$ cat src/rtl/strobe_tx_pkg.sv
package strobe_tx_pkg;

    typedef enum logic [2:0] {
        ST_IDLE,
        ST_LEAD,
        ST_LOW,
        ST_HIGH,
        ST_NEXT,
        ST_TRAIL,
        ST_RECOV
    } tx_state_e;

    typedef struct packed {
        tx_state_e state;
        logic      last;
    } tx_ctrl_t;

endpackage

$ cat src/rtl/tx_phase_timer.sv
module tx_phase_timer #(
    parameter int CNT_W = 8
) (
    input  logic             clk,
    input  logic             rst_n,
    input  logic             load,
    input  logic [CNT_W-1:0] load_val,
    output logic             done
);

    logic [CNT_W-1:0] cnt_d, cnt_q;

    always_comb begin
        cnt_d = cnt_q;
        if (load) begin
            cnt_d = load_val;
        end else if (cnt_q != '0) begin
            cnt_d = cnt_q - 1'b1;
        end
    end

    always_ff @(posedge clk or negedge rst_n) begin
        if (!rst_n) begin
            cnt_q <= '0;
        end else begin
            cnt_q <= cnt_d;
        end
    end

    assign done = (cnt_q == '0);

    // a count in progress always moves down by one unless reloaded
    a_r4_timer_steps: assert property (@(posedge clk) disable iff (!rst_n)
        (!load && cnt_q != '0) |=> (cnt_q != $past(cnt_q)));

endmodule

$ cat src/rtl/tx_bit_shifter.sv
module tx_bit_shifter #(
    parameter int DATA_W = 8
) (
    input  logic              clk,
    input  logic              rst_n,
    input  logic              load,
    input  logic [DATA_W-1:0] load_data,
    input  logic              shift,
    output logic              bit_out,
    output logic              at_last_bit
);

    localparam int IDX_W = $clog2(DATA_W);
    localparam logic [IDX_W-1:0] LAST_IDX = IDX_W'(DATA_W - 1);

    typedef struct packed {
        logic [DATA_W-1:0] data;
        logic [IDX_W-1:0]  idx;
    } shift_t;

    shift_t sh_d, sh_q;

    always_comb begin
        sh_d = sh_q;
        if (load) begin
            sh_d.data = load_data;
            sh_d.idx  = '0;
        end else if (shift) begin
            sh_d.data = {1'b0, sh_q.data[DATA_W-1:1]};
            sh_d.idx  = sh_q.idx + 1'b1;
        end
    end

    always_ff @(posedge clk or negedge rst_n) begin
        if (!rst_n) begin
            sh_q <= '0;
        end else begin
            sh_q <= sh_d;
        end
    end

    assign bit_out     = sh_q.data[0];
    assign at_last_bit = (sh_q.idx == LAST_IDX);

    // no shift is requested past the final bit of a byte
    a_r3_no_overrun: assert property (@(posedge clk) disable iff (!rst_n)
        (shift && !load) |-> !at_last_bit);

endmodule

$ cat src/rtl/strobe_serial_tx.sv
module strobe_serial_tx #(
    parameter int DATA_W     = 8,
    parameter int T_MARK     = 40,
    parameter int T_SPACE    = 40,
    parameter int T_SETUP    = 10,
    parameter int T_HOLD     = 10,
    parameter int T_CLK_STB  = 100,
    parameter int T_STB_HIGH = 100
) (
    input  logic              clk,
    input  logic              rst_n,
    input  logic              in_valid,
    input  logic [DATA_W-1:0] in_data,
    input  logic              in_last,
    output logic              in_ready,
    output logic              stb_n,
    output logic              sclk,
    output logic              sdo,
    output logic              busy
);

    import strobe_tx_pkg::*;

    localparam int T_LOW  = (T_SPACE > T_SETUP) ? T_SPACE : T_SETUP;
    localparam int T_HIGH = (T_MARK > T_HOLD) ? T_MARK : T_HOLD;
    localparam int T_M1   = (T_LOW > T_HIGH) ? T_LOW : T_HIGH;
    localparam int T_M2   = (T_CLK_STB > T_STB_HIGH) ? T_CLK_STB : T_STB_HIGH;
    localparam int T_MAX  = (T_M1 > T_M2) ? T_M1 : T_M2;
    localparam int CNT_W  = $clog2(T_MAX) + 1;

    localparam logic [CNT_W-1:0] LV_LOW  = CNT_W'(T_LOW - 1);
    localparam logic [CNT_W-1:0] LV_HIGH = CNT_W'(T_HIGH - 1);
    localparam logic [CNT_W-1:0] LV_CS   = CNT_W'(T_CLK_STB - 1);
    localparam logic [CNT_W-1:0] LV_REC  = CNT_W'(T_STB_HIGH - 1);

    tx_ctrl_t         ctl_d, ctl_q;
    logic             tmr_load;
    logic [CNT_W-1:0] tmr_val;
    logic             tmr_done;
    logic             sh_load;
    logic             sh_shift;
    logic             sh_bit;
    logic             sh_at_last;

    tx_phase_timer #(
        .CNT_W (CNT_W)
    ) u_timer (
        .clk      (clk),
        .rst_n    (rst_n),
        .load     (tmr_load),
        .load_val (tmr_val),
        .done     (tmr_done)
    );

    tx_bit_shifter #(
        .DATA_W (DATA_W)
    ) u_shifter (
        .clk         (clk),
        .rst_n       (rst_n),
        .load        (sh_load),
        .load_data   (in_data),
        .shift       (sh_shift),
        .bit_out     (sh_bit),
        .at_last_bit (sh_at_last)
    );

    always_comb begin
        ctl_d    = ctl_q;
        tmr_load = 1'b0;
        tmr_val  = '0;
        sh_load  = 1'b0;
        sh_shift = 1'b0;
        unique case (ctl_q.state)
            ST_IDLE: begin
                if (in_valid) begin
                    ctl_d.state = ST_LEAD;
                    ctl_d.last  = in_last;
                    tmr_load    = 1'b1;
                    tmr_val     = LV_CS;
                    sh_load     = 1'b1;
                end
            end
            ST_LEAD: begin
                if (tmr_done) begin
                    ctl_d.state = ST_LOW;
                    tmr_load    = 1'b1;
                    tmr_val     = LV_LOW;
                end
            end
            ST_LOW: begin
                if (tmr_done) begin
                    ctl_d.state = ST_HIGH;
                    tmr_load    = 1'b1;
                    tmr_val     = LV_HIGH;
                end
            end
            ST_HIGH: begin
                if (tmr_done) begin
                    if (!sh_at_last) begin
                        ctl_d.state = ST_LOW;
                        tmr_load    = 1'b1;
                        tmr_val     = LV_LOW;
                        sh_shift    = 1'b1;
                    end else if (ctl_q.last) begin
                        ctl_d.state = ST_TRAIL;
                        tmr_load    = 1'b1;
                        tmr_val     = LV_CS;
                    end else begin
                        ctl_d.state = ST_NEXT;
                    end
                end
            end
            ST_NEXT: begin
                if (in_valid) begin
                    ctl_d.state = ST_LOW;
                    ctl_d.last  = in_last;
                    tmr_load    = 1'b1;
                    tmr_val     = LV_LOW;
                    sh_load     = 1'b1;
                end
            end
            ST_TRAIL: begin
                if (tmr_done) begin
                    ctl_d.state = ST_RECOV;
                    tmr_load    = 1'b1;
                    tmr_val     = LV_REC;
                end
            end
            ST_RECOV: begin
                if (tmr_done) begin
                    ctl_d.state = ST_IDLE;
                end
            end
            default: begin
                ctl_d.state = ST_IDLE;
            end
        endcase
    end

    always_ff @(posedge clk or negedge rst_n) begin
        if (!rst_n) begin
            ctl_q <= '{state: ST_IDLE, last: 1'b0};
        end else begin
            ctl_q <= ctl_d;
        end
    end

    assign in_ready = (ctl_q.state == ST_IDLE) || (ctl_q.state == ST_NEXT);
    assign stb_n    = (ctl_q.state == ST_IDLE) || (ctl_q.state == ST_RECOV);
    assign sclk     = (ctl_q.state != ST_LOW);
    assign busy     = (ctl_q.state != ST_IDLE);
    assign sdo      = sh_bit;

    // clock rests high outside a frame
    a_r2_idle_clock_high: assert property (@(posedge clk) disable iff (!rst_n)
        stb_n |-> sclk);

    // data moves only together with a falling clock inside a frame
    a_r2_data_on_fall: assert property (@(posedge clk) disable iff (!rst_n)
        (!stb_n && !$past(stb_n) && (sdo != $past(sdo))) |-> (!sclk && $past(sclk)));

    // busy covers the whole strobe-low window
    a_r9_busy_covers: assert property (@(posedge clk) disable iff (!rst_n)
        !stb_n |-> busy);

    // no byte taken while the clock is low
    a_r11_no_ready_low: assert property (@(posedge clk) disable iff (!rst_n)
        !sclk |-> !in_ready);

    // the strobe never falls straight out of a frame
    a_r8_no_fast_restrobe: assert property (@(posedge clk) disable iff (!rst_n)
        $rose(stb_n) |=> stb_n);

endmodule

$ cat config.mk
export PLATFORM = sky130hd
export DESIGN_NAME = strobe_serial_tx
export DESIGN_NICKNAME = d
export VERILOG_FILES = /design/src/rtl/strobe_tx_pkg.sv /design/src/rtl/tx_phase_timer.sv /design/src/rtl/tx_bit_shifter.sv /design/src/rtl/strobe_serial_tx.sv
export SDC_FILE = /design/constraint.sdc
export NUM_CORES = 1
export LEC_CHECK = 0
export BUFFER_PORTS_ARGS = -buffer_cell sky130_fd_sc_hd__buf_2
export CAP_MARGIN = 0
export CORE_UTILIZATION = 56
export DETAILED_ROUTE_END_ITERATION = 8
export GPL_TIMING_DRIVEN = 0
export PLACE_DENSITY = 0.78
export RECOVER_POWER = 100
export SYNTH_ARGS = -nofsm -noshare
export SYNTH_HDL_FRONTEND = slang
export SYNTH_SLANG_ARGS = --single-unit
export TNS_END_PERCENT = 100
$ cat constraint.sdc
create_clock -name clk -period 2.1 [get_ports clk]
set_clock_uncertainty 0.1 [all_clocks]
set_input_delay 0 -clock clk [delete_from_list [all_inputs] [get_ports clk]]
set_output_delay 0 -clock clk [all_outputs]
set_load 0.01 [all_outputs]
== Word-level counts from Yosys, hierarchy flattened ==
Cells that the tools add are included.

* ROM bits: 0
* Input bits: 12
* Word-level logic and storage cells: 69
* Bits in writable memories: 0
* Bits in latches: 0
* Register bits after elaboration: 23
* Memories: 0

* Shift operators: 0
* $lt $le $gt $ge: 0
* Equality and inequality tests: 15
* Bitwise gates (word level): 0
* Div/mod/pow operators: 0
* $mul: 0
* Reductions and logical operators: 14
* Muxes and demuxes: 33
* Add/sub/neg operators: 2

{| class="wikitable"
|+ Operators with widths
! operator !! number
|-
| 7-bit 2-to-1 mux || 5
|-
| 7-bit one-hot mux with 5 select lines || 1
|-
| 11-bit 2-to-1 mux || 2
|-
| 3-bit one-hot mux with 7 select lines || 1
|-
| 3-bit 2-to-1 mux || 6
|-
| 8-bit 2-to-1 mux || 2
|-
| 2-bit inequality test (second input constant) || 7
|-
| 3-bit == test (second input constant) || 4
|-
| 6-bit 2-to-1 mux || 2
|-
| 1-bit 2-to-1 mux || 10
|-
| 8-bit logical NOT || 1
|-
| 4-bit 2-to-1 mux || 2
|-
| 8-bit nonzero test || 1
|-
| 8-bit by 1-bit subtractor with 8-bit output (second input constant) || 1
|-
| 7-bit AND reduction || 1
|-
| 3-bit by 2-bit == test with 1-bit output (second input constant) || 2
|-
| 2-bit nonzero test || 3
|-
| 2-bit OR reduction || 2
|-
| 3-bit by 1-bit adder with 3-bit output (second input constant) || 1
|-
| 3-bit by 1-bit == test with 1-bit output (second input constant) || 1
|-
| 3-bit logical NOT || 1
|-
| 3-bit by 2-bit inequality test with 1-bit output (second input constant) || 1
|-
| 1-bit one-hot mux with 3 select lines || 1
|-
| 3-bit AND reduction || 1
|-
| other kinds (4) || 5
|}

== Logic depth before layout (Yosys ltp) ==
* Depth in word-level cells: 6
* Gate-level depth with buffers: 7
* Gate-level depth less buffers: 6

== By module ==
From an unflattened synthesis, not the netlist that was laid out.

* Cells, all modules: 147
* Area total of the unflattened synthesis: 1,360.1 µm²

{| class="wikitable"
|+ Modules (own cells, without submodules)
! module !! instances !! area an instance (µm²) !! cells each !! sequential area each (µm²)
|-
| tx_bit_shifter || 1 || 510.5 || 46 || 275.3
|-
| tx_phase_timer || 1 || 476.7 || 54 || 200.2
|-
| strobe_serial_tx || 1 || 372.9 || 47 || 100.1
|}

== Worst setup path before layout ==
No wires, ideal clock.

* Path kind: register to register
* Start point: register u_shifter.sh_q[0] (netlist name)
* End point: register u_shifter.sh_q[7] (netlist name)
* Data required time: 1.874 ns
* Cell stages (with the launch flop): 8
* Path buffers: 1
* Arrival: 1.661 ns
* Clock period less this slack: 1.887 ns
* Setup time: 0.126 ns
* Setup slack: 0.213 ns
* Path through: dfrtp_1 -> ha_1 -> ha_1 -> nor4bb_1 -> nand3_2 -> buf_6 -> mux2i_1 -> a21oi_1

* Longest elaborated chain between the ends: 5

{| class="wikitable"
|+ RTL lines
! element !! line !! RTL
|-
| start: declaration || tx_bit_shifter.sv:21 || <nowiki>shift_t sh_d, sh_q;</nowiki>
|-
| start signal: assignment || tx_bit_shifter.sv:36 || <nowiki>sh_q <= '0;</nowiki>
|-
| start signal: assignment || tx_bit_shifter.sv:38 || <nowiki>sh_q <= sh_d;</nowiki>
|-
| 3-bit == test || tx_bit_shifter.sv:43 || <nowiki>assign at_last_bit = (sh_q.idx == LAST_IDX);</nowiki>
|-
| 1-bit 2-to-1 mux || strobe_serial_tx.sv:99 || <nowiki>if (!sh_at_last) begin</nowiki>
|-
| 1-bit 2-to-1 mux || strobe_serial_tx.sv:98 || <nowiki>if (tmr_done) begin</nowiki>
|-
| 1-bit 2-to-1 mux || strobe_serial_tx.sv:73 || <nowiki>unique case (ctl_q.state)</nowiki>
|-
| 2-bit nonzero test (no source line) || - ||
|}

Every way passes these cells.
A chain may end at the register's enable or synchronous reset.

== Final worst setup path ==
* Start point: register u_timer.cnt_q[0]
* End point: register u_timer.cnt_q[6]

* Longest elaborated chain between the ends: 4
* Elaborated cells between the ends (all ways): 12
* Classes of those cells: add/sub (1); mux (8); reduce/logical (3)

{| class="wikitable"
|+ RTL lines
! element !! line !! RTL
|-
| start: declaration || tx_phase_timer.sv:11 || <nowiki>logic [CNT_W-1:0] cnt_d, cnt_q;</nowiki>
|-
| start signal: assignment || tx_phase_timer.sv:26 || <nowiki>cnt_q <= cnt_d;</nowiki>
|-
| branches (longest 4 deep; another with 8-bit by 1-bit subtractor with 8-bit output) || - ||
|}

Several ways; the timed one is not identified. The select of a mux whose other input is x is not followed.

==> flow_summary.json <==
{
  "clock_latency_ns": 0.31,
  "globalRouteTotalUtil_pct": 26.2,
  "antenna_found_initial": 0,
  "cts_num_sinks": 23,
  "yosysTopAreaCell": "sky130_fd_sc_hd__dfrtp_1",
  "routed_wl_um": 2990,
  "final_min_period_over_clock_period_pct": 97.6,
  "detailed_place_hpwl_um": 1900,
  "grt_pass1_wl_um": 4910,
  "power_mw": 2.02,
  "critical_setup_path_class": "register to register",
  "report.final.hold_viol_count": 0,
  "cts.path.max_buffers": 2,
  "worstPathArrival_ns": 2.17,
  "crit_chain": "inv_1 -> ha_1 -> nor3b_4 -> nand2_2 -> o21a_1 -> a221oi_2",
  "netlist-cell-type-count": 46,
  "routed_wire_length_per_instance_um": 15.1,
  "grt_pass1_vias": 1112,
  "detailroute.via_count": 1145,
  "worst_ep_required_time_ns": 2.22,
  "maxSlewViolCount": 0,
  "antenna_left": 0,
  "die_height_um": 50.5,
  "synth.ff_latch_count": 23,
  "layout-drive-gt1-share_pct": 20.0,
  "synth.cells.most_frequent": "sky130_fd_sc_hd__dfrtp_1, sky130_fd_sc_hd__nor2_1, sky130_fd_sc_hd__a21oi_1",
  "io_buffer_count": 16,
  "setup_viol": 0,
  "cts-htree-levels": 1,
  "worst_path_max_delay_cell": "sky130_fd_sc_hd__dfrtp_1",
  "floorplan.initialDensity_pct": 59.4,
  "slew_headroom_pct": 19.0,
  "worstSetupStartpointType": "register",
  "drc": 0,
  "synthMostInstantiatedCell": "sky130_fd_sc_hd__dfrtp_1",
  "clockRootBuffer": "sky130_fd_sc_hd__clkbuf_4",
  "portion_of_synthesized_cell_area_occupied_by_the_leading_cell_type_pct": 43.8,
  "complex_gate_fraction_of_the_synthesized_area_pct": 17.2,
  "synthCells": 134,
  "worst_hold_path_type": "primary input to register",
  "power.ir.vdd_worst_uv": 787,
  "synth_edf_count": 0,
  "fp.coreArea_sq_um": 2210,
  "post-route-util_pct": 72.7,
  "row_count": 17,
  "cts.clk_slew.worst_paths_ns": 0.14,
  "largest_family_of_logic_cells_by_synthesized_area": "simple AND/OR/NAND/NOR gates",
  "worstMarginPinSlew_ns": 1.22,
  "nets": 187,
  "highest_clock_rate_mhz": 488,
  "timing.max_cap.violations": 0,
  "antenna_fix_cells": 0,
  "critPathMaxStageDelay_ns": 0.42,
  "timing.critical_path.max_delay_family": "simple AND/OR/NAND/NOR gates",
  "ys.warnings.count": 0,
  "die_w_um": 50.5,
  "drt_pre_antenna_iters": 5,
  "grt_max_degree": 24,
  "synth.top_cells.by_area": "sky130_fd_sc_hd__dfrtp_1, sky130_fd_sc_hd__mux2i_1, sky130_fd_sc_hd__a21oi_1",
  "p_leak_nw": 0.727,
  "cts_inserted_buffers": 3,
  "syn_to_final_growth_pct": 22.4,
  "synth.yosys.seq_area_share_pct": 43.8,
  "io_pins": 17,
  "synthArstFlopShare_pct": 100,
  "via_density_per_instance": 5.78,
  "synth_area_in_xor_xnor_pct": 2.00,
  "first_iter_violations": 32,
  "synth_simple_gate_area_share_pct": 23.9,
  "path_max_fanout": 7,
  "path_buf_inv": 1,
  "syn_area_per_cell_sq_um": 9.81,
  "yosys-mux-area-fraction_pct": 4.57,
  "fin_crit_ns": 2.05,
  "grt_overflow_total": 0,
  "ys_dominant_reg_cell": "sky130_fd_sc_hd__dfrtp_1",
  "yosys.area_share.adder_pct": 3.81,
  "syn_area_sq_um": 1320,
  "gp_congestion": 0.812,
  "tritoncts_clock_tree": "done",
  "power-per-cell-area_nw_per_um2": 1260,
  "fp.dieArea_sq_um": 2550,
  "run_status": "finished, final reports clean",
  "number_of_fill_cells_in_the_layout": 175,
  "critical_path.endpoint_type": "register",
  "synth_nets": 150
}
## power breakdown
group	leakage, nW	switching, mW	total (mW)	internal, mW
clock network	0.0177	0.137	0.208	0.0710
registers	0.270	0.220	0.876	0.656
logic	0.440	0.488	0.938	0.451
total	0.727	0.845	2.02	1.18
## cells in the final DEF (no fill, tap or decap), drive strengths merged, types with 4 or more instances in the layout
cell type    instances
mux2i                6
a21oi               10
nor2                12
inv                  6
dfrtp               23
buf                 18
clkbuf              14
nand2               10
nand3                6
dlygate4sd3         10
o21a                 4
o21ai                5
ha                   4
## area by class of cell
type                            instances  area (sq um)  area share (%)
Tap cell                               28          35.0            2.18
Clock buffer                            3          22.5            1.40
Sequential cell                        23           576            35.8
Clock inverter                          1          5.00           0.311
Inverter                                6          22.5            1.40
Timing Repair Buffer                   32           218            13.5
Multi-Input combinational cell         98           692            43.0
Buffer                                  7          38.8            2.41
## timing repair
action | in CTS | in global routing
hold buffers | 10 | 0
pin swaps | 0 | 1
setup buffers | 0 | 6
hold endpoints to repair | 32 | 0
gates resized for setup | 3 | 1
endpoints found under the setup margin | 10 | 11
## logic make-up (layout without fill, tap and decap cells)
family / count (synthesis) / count (layout)
AND/OR/NAND/NOR: 52 / 52
AO/OA/AOI/OAI: 33 / 33
flip-flops: 23 / 23
buffers and inverters: 13 / 49
multiplexers: 6 / 6
adder cells (fa/ha/maj): 4 / 4
XOR/XNOR: 3 / 3
## worst min-delay path, stage by stage
cell,delay [ns]
sky130_fd_sc_hd__buf_2,0.09
sky130_fd_sc_hd__nand2b_1,0.12
sky130_fd_sc_hd__a21oi_1,0.17
sky130_fd_sc_hd__a31oi_1,0.05
## state kept, by name, indices dropped and copies added (netlist names)
name / flops
u_timer.cnt_q: 8
u_shifter.sh_q: 10
u_shifter.bit_out: 1
ctl_q: 4
## worst paths after layout
check / startpoint / end / slack [ns] / cells after the start
max in group asynchronous: rst_n / u_shifter.sh_q[0] / 0.83 / 2
setup / recovery: u_timer.cnt_q[0] / u_timer.cnt_q[6] / 0.05 / 6
min in group asynchronous: rst_n / ctl_q[3] / 0.35 / 2
hold / removal: in_valid / ctl_q[3] / 0.04 / 4
hold reg to reg: u_shifter.sh_q[8] / u_shifter.sh_q[8] / 0.41 / 1
setup reg to reg: u_timer.cnt_q[0] / u_timer.cnt_q[6] / 0.05 / 6
## stage by stage
step / hold WS, ns / setup slack [ns] / setup TNS, ns / cells / area, sq um
floorplan: -0.396 / 0.213 / 0 / 134 / 1320
global placement: -0.108 / -0.00575 / -0.00898 / 178 / 1430
detailed placement: -0.103 / -0.0909 / -0.327 / 178 / 1430
CTS: 0.0385 / 0.00853 / 0 / 192 / 1570
global route: 0.0464 / -0.0105 / -0.0105 / 198 / 1610
finish: 0.0411 / 0.0504 / 0 / 198 / 1610
## routing by layer
metal / part of all wire [%] / GRT usage, % / up-vias
met5: 0 / 0 / -
met4: 0.80 / 5.56 / 0
met3: 3.4 / 3.64 / 4
met2: 52 / 48.7 / 32
met1: 44 / 32.0 / 554
li1: - / - / 555
Note: power is estimated with default switching activity, not from simulation.
